--- src/rtl/sar_link_pkg.sv ---
package sar_link_pkg;
  localparam int FRAME_CLKS = 24;
  localparam int BYTE_CLKS  = 8;
  localparam int FIRST_DATA = 8;

  typedef enum logic [2:0] {ST_IDLE, ST_LOW, ST_HIGH, ST_GAP, ST_WAIT} linkState_t;

  typedef struct packed {
    logic load;
    logic rise;
    logic fall;
    logic capture;
    logic finish;
  } linkStrobes_t;

  function automatic logic [7:0] buildCtl(input logic bipolar, input logic intClk,
                                          input logic [1:0] mode, input logic [2:0] pins);
    return {1'b1, ~bipolar, intClk, mode, pins};
  endfunction
endpackage

--- src/rtl/sar_link_ctrl.sv ---
module sar_link_ctrl
  import sar_link_pkg::*;
#(
  parameter int HALF_WR     = 14,
  parameter int HALF_RD     = 8,
  parameter int GAP_CYC     = 16,
  parameter int TIMEOUT_CYC = 750,
  parameter int RES_W       = 14
) (
  input  logic         clk,
  input  logic         rstN,
  input  logic         reqValid,
  input  logic         reqIntClk,
  input  logic         reqSplit,
  input  logic         strobeRise,
  output linkStrobes_t stb,
  output logic         csN,
  output logic         busy,
  output logic         done,
  output logic         timeoutErr,
  output logic         waiting
);
  localparam int MAX_A = (HALF_WR > HALF_RD) ? HALF_WR : HALF_RD;
  localparam int MAX_P = (MAX_A > GAP_CYC) ? MAX_A : GAP_CYC;
  localparam int PH_W  = $clog2(MAX_P + 1);
  localparam int TO_W  = $clog2(TIMEOUT_CYC + 1);
  localparam int IDX_W = $clog2(FRAME_CLKS);

  linkState_t state, stateNext;
  logic [PH_W-1:0]  phaseCnt, phaseNext, halfLen;
  logic [IDX_W-1:0] clkIdx, clkIdxNext;
  logic [TO_W-1:0]  timer, timerNext;
  logic intMode, splitMode, timeoutHit;
  logic phaseEnd, lastClk, pauseSplit, inData;

  assign halfLen    = (clkIdx < IDX_W'(BYTE_CLKS)) ? PH_W'(HALF_WR) : PH_W'(HALF_RD);
  assign phaseEnd   = (phaseCnt == halfLen - PH_W'(1));
  assign lastClk    = (clkIdx == IDX_W'(FRAME_CLKS - 1));
  assign pauseSplit = splitMode && !intMode &&
                      (clkIdx == IDX_W'(BYTE_CLKS - 1) || clkIdx == IDX_W'(2 * BYTE_CLKS - 1));
  assign inData     = (clkIdx >= IDX_W'(FIRST_DATA)) && (clkIdx < IDX_W'(FIRST_DATA + RES_W));
  assign waiting    = (state == ST_WAIT);

  always_comb begin
    stateNext  = state;
    phaseNext  = phaseCnt;
    clkIdxNext = clkIdx;
    timerNext  = timer;
    stb        = '0;
    timeoutHit = 1'b0;
    unique case (state)
      ST_IDLE: if (reqValid) begin
        stateNext  = ST_LOW;
        phaseNext  = '0;
        clkIdxNext = '0;
        stb.load   = 1'b1;
      end
      ST_LOW: if (phaseEnd) begin
        stateNext   = ST_HIGH;
        phaseNext   = '0;
        stb.rise    = 1'b1;
        stb.capture = inData;
      end else phaseNext = phaseCnt + PH_W'(1);
      ST_HIGH: if (phaseEnd) begin
        stb.fall  = 1'b1;
        phaseNext = '0;
        if (lastClk) begin
          stateNext  = ST_IDLE;
          stb.finish = 1'b1;
        end else begin
          clkIdxNext = clkIdx + IDX_W'(1);
          if (intMode && clkIdx == IDX_W'(BYTE_CLKS - 1)) begin
            stateNext = ST_WAIT;
            timerNext = '0;
          end else if (pauseSplit) stateNext = ST_GAP;
          else stateNext = ST_LOW;
        end
      end else phaseNext = phaseCnt + PH_W'(1);
      ST_GAP: if (phaseCnt == PH_W'(GAP_CYC - 1)) begin
        stateNext = ST_LOW;
        phaseNext = '0;
      end else phaseNext = phaseCnt + PH_W'(1);
      ST_WAIT: if (strobeRise) begin
        stateNext = ST_LOW;
        phaseNext = '0;
      end else if (timer == TO_W'(TIMEOUT_CYC - 1)) begin
        stateNext  = ST_IDLE;
        timeoutHit = 1'b1;
      end else timerNext = timer + TO_W'(1);
      default: stateNext = ST_IDLE;
    endcase
  end

  always_ff @(posedge clk) begin
    if (!rstN) begin
      state      <= ST_IDLE;
      phaseCnt   <= '0;
      clkIdx     <= '0;
      timer      <= '0;
      intMode    <= 1'b0;
      splitMode  <= 1'b0;
      csN        <= 1'b1;
      busy       <= 1'b0;
      done       <= 1'b0;
      timeoutErr <= 1'b0;
    end else begin
      state    <= stateNext;
      phaseCnt <= phaseNext;
      clkIdx   <= clkIdxNext;
      timer    <= timerNext;
      if (stb.load) begin
        intMode   <= reqIntClk;
        splitMode <= reqSplit;
      end
      csN  <= !(stateNext inside {ST_LOW, ST_HIGH, ST_WAIT});
      busy <= (stateNext != ST_IDLE);
      done <= stb.finish | timeoutHit;
      if (stb.load) timeoutErr <= 1'b0;
      else if (timeoutHit) timeoutErr <= 1'b1;
    end
  end
endmodule

--- src/rtl/sar_link_dp.sv ---
module sar_link_dp
  import sar_link_pkg::*;
#(
  parameter int RES_W = 14,
  parameter int OUT_W = 16
) (
  input  logic             clk,
  input  logic             rstN,
  input  linkStrobes_t     stb,
  input  logic [7:0]       ctlByte,
  input  logic             reqBipolar,
  input  logic             miso,
  input  logic             strobe,
  output logic             sclk,
  output logic             mosi,
  output logic             strobeRise,
  output logic             bipolarQ,
  output logic [OUT_W-1:0] result
);
  logic [7:0]       txShift;
  logic [RES_W-1:0] rxShift;
  logic [1:0]       strobeSync;
  logic             strobePrev;
  logic [OUT_W-1:0] formatted;

  generate
    if (OUT_W > RES_W) begin : g_extend
      assign formatted = {{(OUT_W - RES_W){bipolarQ & rxShift[RES_W-1]}}, rxShift};
    end else begin : g_plain
      assign formatted = rxShift;
    end
  endgenerate

  assign mosi       = txShift[7];
  assign strobeRise = strobeSync[1] & ~strobePrev;

  always_ff @(posedge clk) begin
    if (!rstN) begin
      txShift    <= '0;
      rxShift    <= '0;
      sclk       <= 1'b0;
      bipolarQ   <= 1'b0;
      result     <= '0;
      strobeSync <= '0;
      strobePrev <= 1'b0;
    end else begin
      strobeSync <= {strobeSync[0], strobe};
      strobePrev <= strobeSync[1];
      if (stb.load) begin
        txShift  <= ctlByte;
        bipolarQ <= reqBipolar;
      end else if (stb.fall) begin
        txShift <= {txShift[6:0], 1'b0};
      end
      if (stb.rise) sclk <= 1'b1;
      else if (stb.fall) sclk <= 1'b0;
      if (stb.capture) rxShift <= {rxShift[RES_W-2:0], miso};
      if (stb.finish) result <= formatted;
    end
  end
endmodule

--- src/rtl/sar_link_host.sv ---
module sar_link_host
  import sar_link_pkg::*;
#(
  parameter int HALF_WR     = 14,
  parameter int HALF_RD     = 8,
  parameter int GAP_CYC     = 16,
  parameter int TIMEOUT_CYC = 750,
  parameter int RES_W       = 14,
  parameter int OUT_W       = 16
) (
  input  logic             clk,
  input  logic             rstN,
  input  logic             reqValid,
  input  logic             reqBipolar,
  input  logic             reqIntClk,
  input  logic [1:0]       reqMode,
  input  logic [2:0]       reqPins,
  input  logic             reqSplit,
  output logic             busy,
  output logic             done,
  output logic [OUT_W-1:0] result,
  output logic             timeoutErr,
  output logic             csN,
  output logic             sclk,
  output logic             mosi,
  input  logic             miso,
  input  logic             strobe
);
  linkStrobes_t stb;
  logic strobeRise, waiting, bipolarQ;
  logic [7:0] ctlByte;

  assign ctlByte = buildCtl(reqBipolar, reqIntClk, reqMode, reqPins);

  sar_link_ctrl #(
    .HALF_WR(HALF_WR), .HALF_RD(HALF_RD), .GAP_CYC(GAP_CYC),
    .TIMEOUT_CYC(TIMEOUT_CYC), .RES_W(RES_W)
  ) u_ctrl (
    .clk(clk), .rstN(rstN), .reqValid(reqValid), .reqIntClk(reqIntClk),
    .reqSplit(reqSplit), .strobeRise(strobeRise), .stb(stb), .csN(csN),
    .busy(busy), .done(done), .timeoutErr(timeoutErr), .waiting(waiting)
  );

  sar_link_dp #(.RES_W(RES_W), .OUT_W(OUT_W)) u_dp (
    .clk(clk), .rstN(rstN), .stb(stb), .ctlByte(ctlByte), .reqBipolar(reqBipolar),
    .miso(miso), .strobe(strobe), .sclk(sclk), .mosi(mosi),
    .strobeRise(strobeRise), .bipolarQ(bipolarQ), .result(result)
  );
endmodule

--- config.mk ---
export PLATFORM = sky130hd
export DESIGN_NAME = sar_link_host
export DESIGN_NICKNAME = d
export VERILOG_FILES = /design/src/rtl/sar_link_pkg.sv /design/src/rtl/sar_link_ctrl.sv /design/src/rtl/sar_link_dp.sv /design/src/rtl/sar_link_host.sv
export SDC_FILE = /design/constraint.sdc
export NUM_CORES = 1
export LEC_CHECK = 0
export BUFFER_PORTS_ARGS = -buffer_cell sky130_fd_sc_hd__buf_2
export CORE_ASPECT_RATIO = 0.7
export CORE_MARGIN = 5
export CORE_UTILIZATION = 25
export CTS_CLUSTER_DIAMETER = 40
export DETAILED_ROUTE_END_ITERATION = 8
export PLACE_DENSITY = 0.44
export SYNTH_ARGS = -nofsm -noshare
export SYNTH_HDL_FRONTEND = slang
export SYNTH_SLANG_ARGS = --single-unit
export TNS_END_PERCENT = 10
--- constraint.sdc ---
create_clock -name clk -period 2.25 [get_ports clk]
set_input_delay 0.675 -clock clk [delete_from_list [all_inputs] [get_ports clk]]
set_output_delay 0.675 -clock clk [all_outputs]
set_load 0.02 [all_outputs]
---- After elaboration in Yosys (flattened, before gate mapping) ----
Cells that the tools add are included.
cells by class
  add/subtract/negate cells ............... 4
  magnitude comparators ................... 3
  eq/ne operators ......................... 20
  muxes and demuxes ....................... 42
  bitwise gates (word level) .............. 6
  reductions and logical operators ........ 20
operators by type and width
  cell                                                                   number
  10-bit 2-to-1 mux                                                      5
  5-bit 2-to-1 mux                                                       6
  3-bit 2-to-1 mux                                                       9
  10-bit case mux with 2 select lines                                    1
  5-bit case mux with 4 select lines                                     1
  8-bit 2-to-1 mux                                                       2
  1-bit 2-to-1 mux                                                       15
  3-bit case mux with 5 select lines                                     1
  10-bit by 1-bit adder with 10-bit output, second input constant        1
  5-bit by 1-bit adder with 5-bit output, second input constant          2
  10-bit == test, second input constant                                  1
  5-bit by 4-bit == test with 1-bit output, second input constant        2
  2-bit inequality test, second input constant                           5
  5-bit case mux with 2 select lines                                     1
  3-bit by 2-bit == test with 1-bit output, second input constant        3
  2-bit nonzero test                                                     4
  3-bit by 1-bit == test with 1-bit output, second input constant        2
  3-bit == test, second input constant                                   2
  6-bit AND reduction                                                    1
  3-bit nonzero test                                                     2
  5-bit by 3-bit == test with 1-bit output, second input constant        1
  5-bit == test                                                          1
  5-bit == test, second input constant                                   1
  5-bit by 4-bit >= comparator with 1-bit output, second input constant  1
  other kinds (16)                                                       25
storage, ports and cells
  register bits after elaboration ......... 71
  input bits .............................. 13
  output and inout bits ................... 22

---- Depth between registers and ports, before layout ----
  depth after elaboration ................. 11
  mapped depth ............................ 10
  mapped depth without buffers ............ 10

---- Cells and area by module ----
A second synthesis with hierarchy kept.
second synthesis, totals
  cell total of the unflattened synthesis .. 338
  area, all modules ....................... 3,382.0 sq um
modules (own cells, without submodules)
  module         instances  cells each  area an instance (sq um)  seq. area each (sq um)
  sar_link_dp    1          144         1,689.1                   840.8
  sar_link_ctrl  1          192         1,685.4                   580.6
  sar_link_host  1          2           7.5                       0.0

---- Worst setup path before layout ----
No wires, ideal clock.
  path type ............................... register -> register
  start point ............................. register u_ctrl.clkIdx[4]
  end point ............................... register u_dp.rxShift[10]
  setup time .............................. 0.128 ns
  data arrival time ....................... 1.861 ns
  data required time ...................... 2.122 ns
  path slack .............................. 0.261 ns
  cell stages (with the launch flop) ...... 8
  period minus slack after synthesis ...... 1.989 ns
  path through ............................ dfxtp_1 -> or2_4 -> mux2i_4 -> nand2_2 -> nor4b_4 -> buf_6 -> mux2i_1 -> nor2_1
on the way
  cells in the longest elaborated chain, start to end .. 6
  elaborated cells on any way between the ends .. 9
  classes of those cells .................. add/sub (1); order compare (3); eq/ne (1); mux (3); reduce/logical (1)
RTL lines
  what                                                   line                  text
  start: declaration                                     sar_link_ctrl.sv:31   logic [IDX_W-1:0] clkIdx, clkIdxNext;
  start signal: assignment                               sar_link_ctrl.sv:109  clkIdx <= clkIdxNext;
  5-bit by 4-bit less-than comparator with 1-bit output  sar_link_ctrl.sv:36   assign halfLen = (clkIdx < IDX_W'(BYTE_CLKS)) ? PH_W'(HALF_WR) : PH_W'(HALF_RD);
  3-bit 2-to-1 mux                                       sar_link_ctrl.sv:36
  5-bit by 1-bit subtractor with 5-bit output            sar_link_ctrl.sv:37   assign phaseEnd = (phaseCnt == halfLen - PH_W'(1));
  5-bit == test                                          sar_link_ctrl.sv:37
  1-bit 2-to-1 mux (*)                                   sar_link_ctrl.sv:58   ST_LOW: if (phaseEnd) begin
  1-bit 2-to-1 mux (*)                                   sar_link_ctrl.sv:51   unique case (state)
  end signal: assignment                                 sar_link_dp.sv:57     if (stb.capture) rxShift <= {rxShift[RES_W-2:0], miso};
  end: declaration                                       sar_link_dp.sv:21     logic [RES_W-1:0] rxShift;
Every way passes the cells marked *; elsewhere a longest branch is shown, timed or not.
A chain may end at the register's enable or synchronous reset.

---- Worst setup path after layout ----
  start point ............................. register u_ctrl.timer[1]
  end point ............................... register u_ctrl.busy
on the way
  cells in the longest elaborated chain, start to end .. 5
RTL lines
  what                                line                  text
  start: declaration                  sar_link_ctrl.sv:32   logic [TO_W-1:0] timer, timerNext;
  start signal: assignment            sar_link_ctrl.sv:110  timer <= timerNext;
  10-bit == test                      sar_link_ctrl.sv:86   end else if (timer == TO_W'(TIMEOUT_CYC - 1)) begin
  3-bit 2-to-1 mux                    sar_link_ctrl.sv:86
  3-bit 2-to-1 mux                    sar_link_ctrl.sv:83   ST_WAIT: if (strobeRise) begin
  3-bit case mux with 5 select lines  sar_link_ctrl.sv:51
  3-bit nonzero test                  sar_link_ctrl.sv:116  busy <= (stateNext != ST_IDLE);
  end signal: assignment              sar_link_ctrl.sv:116
  end: declaration                    sar_link_ctrl.sv:18   output logic busy,
Every way passes these cells.

==> impl_table.tex <==
\begin{tabular}{lr}
\hline
Metric & Value \\
\hline
\multicolumn{2}{l}{\textbf{Run status}} \\
Result of the run & complete, no violations \\
\multicolumn{2}{l}{\textbf{Setup path}} \\
Depth of the worst register-to-register path & 7 \\
Maximum fanout along the worst path & 10 \\
Data arrival time of the worst path & 2.33 ns \\
Destination of the critical timing path & u\_ctrl.busy \\
Reg-to-reg startpoint & u\_ctrl.timer[1] \\
Critical path launch point & u\_ctrl.timer[1] \\
Endpoint type of the worst setup path & register \\
Setup slack of the worst register-to-register path & 0.13 ns \\
Worst R2R End & u\_ctrl.busy \\
Startpoint type of the worst setup path & register \\
WP data required & 2.47 ns \\
Worst setup path category & reg2reg \\
\multicolumn{2}{l}{\textbf{Placement}} \\
Number of input and output port buffers inserted & 34 \\
Final RePlAce weighted congestion & 0.811 \\
Worst-case setup slack after placement & 0.159 ns \\
Detailed Place HPWL & 5180 um \\
Dpl cell area & 0.00352 mm2 \\
\multicolumn{2}{l}{\textbf{Clock network}} \\
Clock transition time at the flip-flop clock pins of the worst setup and hold paths & 0.06 ns \\
Post-CTS Setup Bufs & 0 \\
Buffer depth of the longest clock path & 2 \\
Clk Latency, worst-skew pair & 0.34 ns \\
Clock tree sinks & 71 \\
H-tree Lvls & 3 \\
Number of buffers added by the clock tree synthesis step & 9 \\
Clk root buf & sky130\_fd\_sc\_hd\_\_clkbuf\_16 \\
Clock tree from TritonCTS & yes \\
\multicolumn{2}{l}{\textbf{Logic synthesis}} \\
Number of register bits inferred by synthesis & 71 \\
Post-synthesis instance area & 0.00309 mm2 \\
Predominant post-synthesis flop cell & sky130\_fd\_sc\_hd\_\_dfxtp\_1 \\
Synthesized netlist cell count & 348 \\
Cell type with the largest total area after synthesis & sky130\_fd\_sc\_hd\_\_dfxtp\_1 \\
Area share of the largest cell type after synthesis & 46.0\% \\
Syn Nets & 368 \\
Sequential fraction of the synthesis area & 46.0\% \\
Number of distinct library cells after synthesis & 52 \\
Count of yosys warnings during synthesis & 0 \\
Top cells by area in the synthesized netlist & sky130\_fd\_sc\_hd\_\_dfxtp\_1 (46\%), sky130\_fd\_sc\_hd\_\_mux2i\_1 (7.5\%), sky130\_fd\_sc\_hd\_\_nand2\_1 (6.3\%), sky130\_fd\_sc\_hd\_\_nor2\_1 (5.5\%), sky130\_fd\_sc\_hd\_\_a21oi\_1 (4.1\%) \\
EDFF count, synth & 0 \\
Post-synth ARST share & 0\% \\
Synthesized area per cell & 8.87 um2 \\
\multicolumn{2}{l}{\textbf{GRT}} \\
Initial antenna violation count & 0 \\
GRT Overall Usage & 10.7\% \\
Maximum number of pins on one net before global-route repair & 32 \\
Via count of the first global-routing pass & 2412 \\
First-pass GRT wire length & 12300 um \\
Remaining global-route overflow & 0 \\
\multicolumn{2}{l}{\textbf{Power and ir drop}} \\
Relative contribution of combinational cells to total power & 4.5\% \\
Net switching fraction of the power & 21.4\% \\
Static power due to leakage & 1.45 nW \\
Maximum ir drop on the vdd rail & 0.360 mV \\
Switch Pwr & 635 uW \\
Total power divided by cell area & 771 mW/mm2 \\
Clock share of power & 51.8\% \\
Seq pwr share & 43.7\% \\
Internal Power & 2.34 mW \\
\multicolumn{2}{l}{\textbf{Timing}} \\
Final worst setup slack & 0.135 ns \\
Final setup violation count & 0 \\
Sum of negative setup slack & 0 ns \\
Final Critical Period & 2.12 ns \\
Worst slew margin & 56.9\% \\
Setup repair after global routing missed its margin & false \\
Max frequency & 473 MHz \\
Worst-margin pin slew & 0.644 ns \\
Final hold slack & 0.430 ns \\
Fraction of the cycle the final worst path needs & 94.0\% \\
Worst setup skew after layout & 0.00809 ns \\
Final hold violations & 0 \\
Max-slew violation count & 0 \\
\multicolumn{2}{l}{\textbf{Finish}} \\
Most frequent cells in the layout & sky130\_fd\_sc\_hd\_\_dfxtp\_1 (71), sky130\_fd\_sc\_hd\_\_nand2\_1 (52), sky130\_fd\_sc\_hd\_\_nor2\_1 (45) \\
Number of diodes & 0 \\
Final instance area & 0.00385 mm2 \\
Final-layout fill cell count & 1284 \\
Total number of nets in the final design & 414 \\
Layout area overhead & 24.8\% \\
Proportion of layout cells with a drive suffix above 1 & 18.8\% \\
Finished Core Util & 31.4\% \\
Most common cell after layout, fill and taps aside & sky130\_fd\_sc\_hd\_\_dfxtp\_1 \\
\multicolumn{2}{l}{\textbf{Drt}} \\
Residual DRC count & 0 \\
Count of routing violations after the opening detailed-route iteration & 115 \\
Drt wl/cell & 13.0 um \\
Post-route ant nets & 0 \\
Aggregate routed wire length & 7300 um \\
Number of vias in the routed layout & 2496 \\
Via density & 4.45 \\
Number of optimization iterations in the first detailed-route pass & 4 \\
\multicolumn{2}{l}{\textbf{Die}} \\
Count of pins on the block boundary & 35 \\
Floorplan die height & 103 um \\
Core region area & 0.0123 mm2 \\
Number of rows in the core area & 34 \\
Effective utilization at floorplan & 25.2\% \\
Width of the die & 143 um \\
Area of the die & 0.0147 mm2 \\
\multicolumn{2}{l}{\textbf{Worst hold path}} \\
Hold Path Depth & 1 \\
Type of the tightest min-delay check & reg2reg \\
\multicolumn{2}{l}{\textbf{Job}} \\
Max\_cap viols & 0 \\
\hline
\end{tabular}
==> sequential cells by signal, summed over array words and instances, names as in the netlist <==
register           flops
u_dp.rxShift          14
u_ctrl.done            1
u_ctrl.timer          10
u_ctrl.csN             1
u_ctrl.busy            1
u_dp.strobePrev        1
u_ctrl.splitMode       1
u_dp.result           15
u_ctrl.state           3
u_ctrl.phaseCnt        5
u_dp.strobeSync        2
u_dp.sclk              1
u_ctrl.intMode         1
u_dp.txShift           8
u_dp.bipolarQ          1
u_ctrl.timeoutErr      1
u_ctrl.clkIdx          5
==> synthesized netlist by cell type, types with 2 or more instances <==
master,instances
sky130_fd_sc_hd__a211oi_1,7
sky130_fd_sc_hd__a21oi_1,25
sky130_fd_sc_hd__and2_1,6
sky130_fd_sc_hd__and3_1,3
sky130_fd_sc_hd__buf_1,2
sky130_fd_sc_hd__clkbuf_1,9
sky130_fd_sc_hd__dfxtp_1,71
sky130_fd_sc_hd__ha_1,7
sky130_fd_sc_hd__inv_1,7
sky130_fd_sc_hd__mux2_2,2
sky130_fd_sc_hd__mux2i_1,23
sky130_fd_sc_hd__nand2_1,52
sky130_fd_sc_hd__nand2_2,2
sky130_fd_sc_hd__nand2b_1,4
sky130_fd_sc_hd__nand3_1,8
sky130_fd_sc_hd__nand4_1,5
sky130_fd_sc_hd__nor2_1,45
sky130_fd_sc_hd__nor2b_1,2
sky130_fd_sc_hd__nor3_1,8
sky130_fd_sc_hd__nor3b_1,3
sky130_fd_sc_hd__nor4_1,4
sky130_fd_sc_hd__nor4b_1,3
sky130_fd_sc_hd__o21ai_0,6
sky130_fd_sc_hd__o22ai_1,3
sky130_fd_sc_hd__xnor2_1,14
==> routing by layer <==
layer	wire length, um	up-vias	GRT usage [%]
met4	78	0	3.51
met1	3980	1163	15.4
met3	291	6	4.40
met5	0	-	0
li1	-	1295	-
met2	2950	32	14.2
==> cell type report <==
cell class | instances | area (um2) | area share, %
Tap cell | 162 | 203 | 5.26
Clock buffer | 11 | 243 | 6.30
Multi-Input combinational cell | 255 | 1580 | 41.0
Timing Repair Buffer | 49 | 295 | 7.66
Inverter | 8 | 30.0 | 0.779
Clock inverter | 5 | 81.3 | 2.11
Sequential cell | 71 | 1420 | 36.9
==> power by group through the flow <==
stage | clock (mW) | combinational, mW | sequential [mW]
after global placement | 0 | 0.136 | 1.32
after floorplan | 0 | 0.0774 | 1.33
after detailed placement | 0 | 0.136 | 1.33
after global routing | 1.64 | 0.152 | 1.30
final | 1.54 | 0.135 | 1.30
after CTS | 1.59 | 0.136 | 1.30
==> worst min path at each step <==
stage	startpoint	slack [ns]	endpoint
after floorplan	u_dp.strobeSync[0]	0.41	u_dp.strobeSync[1]
final	u_dp.strobeSync[0]	0.43	u_dp.strobeSync[1]
after global placement	u_dp.strobeSync[0]	0.42	u_dp.strobeSync[1]
after global routing	u_dp.strobeSync[0]	0.46	u_dp.strobeSync[1]
after CTS	u_dp.strobeSync[0]	0.43	u_dp.strobeSync[1]
after detailed placement	u_dp.strobeSync[0]	0.42	u_dp.strobeSync[1]
==> worst max-delay path: stages (launching register included) <==
cell and delay, ns:
sky130_fd_sc_hd__dfxtp_1 0.38, sky130_fd_sc_hd__inv_1 0.08, sky130_fd_sc_hd__ha_1 0.15, sky130_fd_sc_hd__nand4bb_1 0.09, sky130_fd_sc_hd__or3_1 0.37, sky130_fd_sc_hd__a21boi_2 0.42, sky130_fd_sc_hd__nor2_1 0.17, sky130_fd_sc_hd__o31a_1 0.35
==> stage by stage <==
step	power, mW	std cells
2_1_floorplan	1.40	348
3_3_place_gp	1.46	545
3_5_place_dp	1.46	545
4_1_cts	3.02	561
5_1_grt	3.09	561
6_report	2.97	561
==> kinds of logic after synthesis <==
kind of cell | Yosys count | synth area share, %
adder cells (fa/ha/maj) | 7 | 2.84
AND/OR/NAND/NOR | 155 | 24.4
flip-flops | 71 | 46.0
XOR/XNOR | 15 | 4.26
buffers and inverters | 22 | 3.08
AO/OA/AOI/OAI | 52 | 10.4
multiplexers | 26 | 8.92
==> what timing repair did <==
action	4_1_cts	5_1_grt
endpoints found under the setup margin	0	2
hold buffers	0	0
endpoints found under the hold margin	0	0
gates resized for setup	0	1
Power figures use the tool's default switching activity.
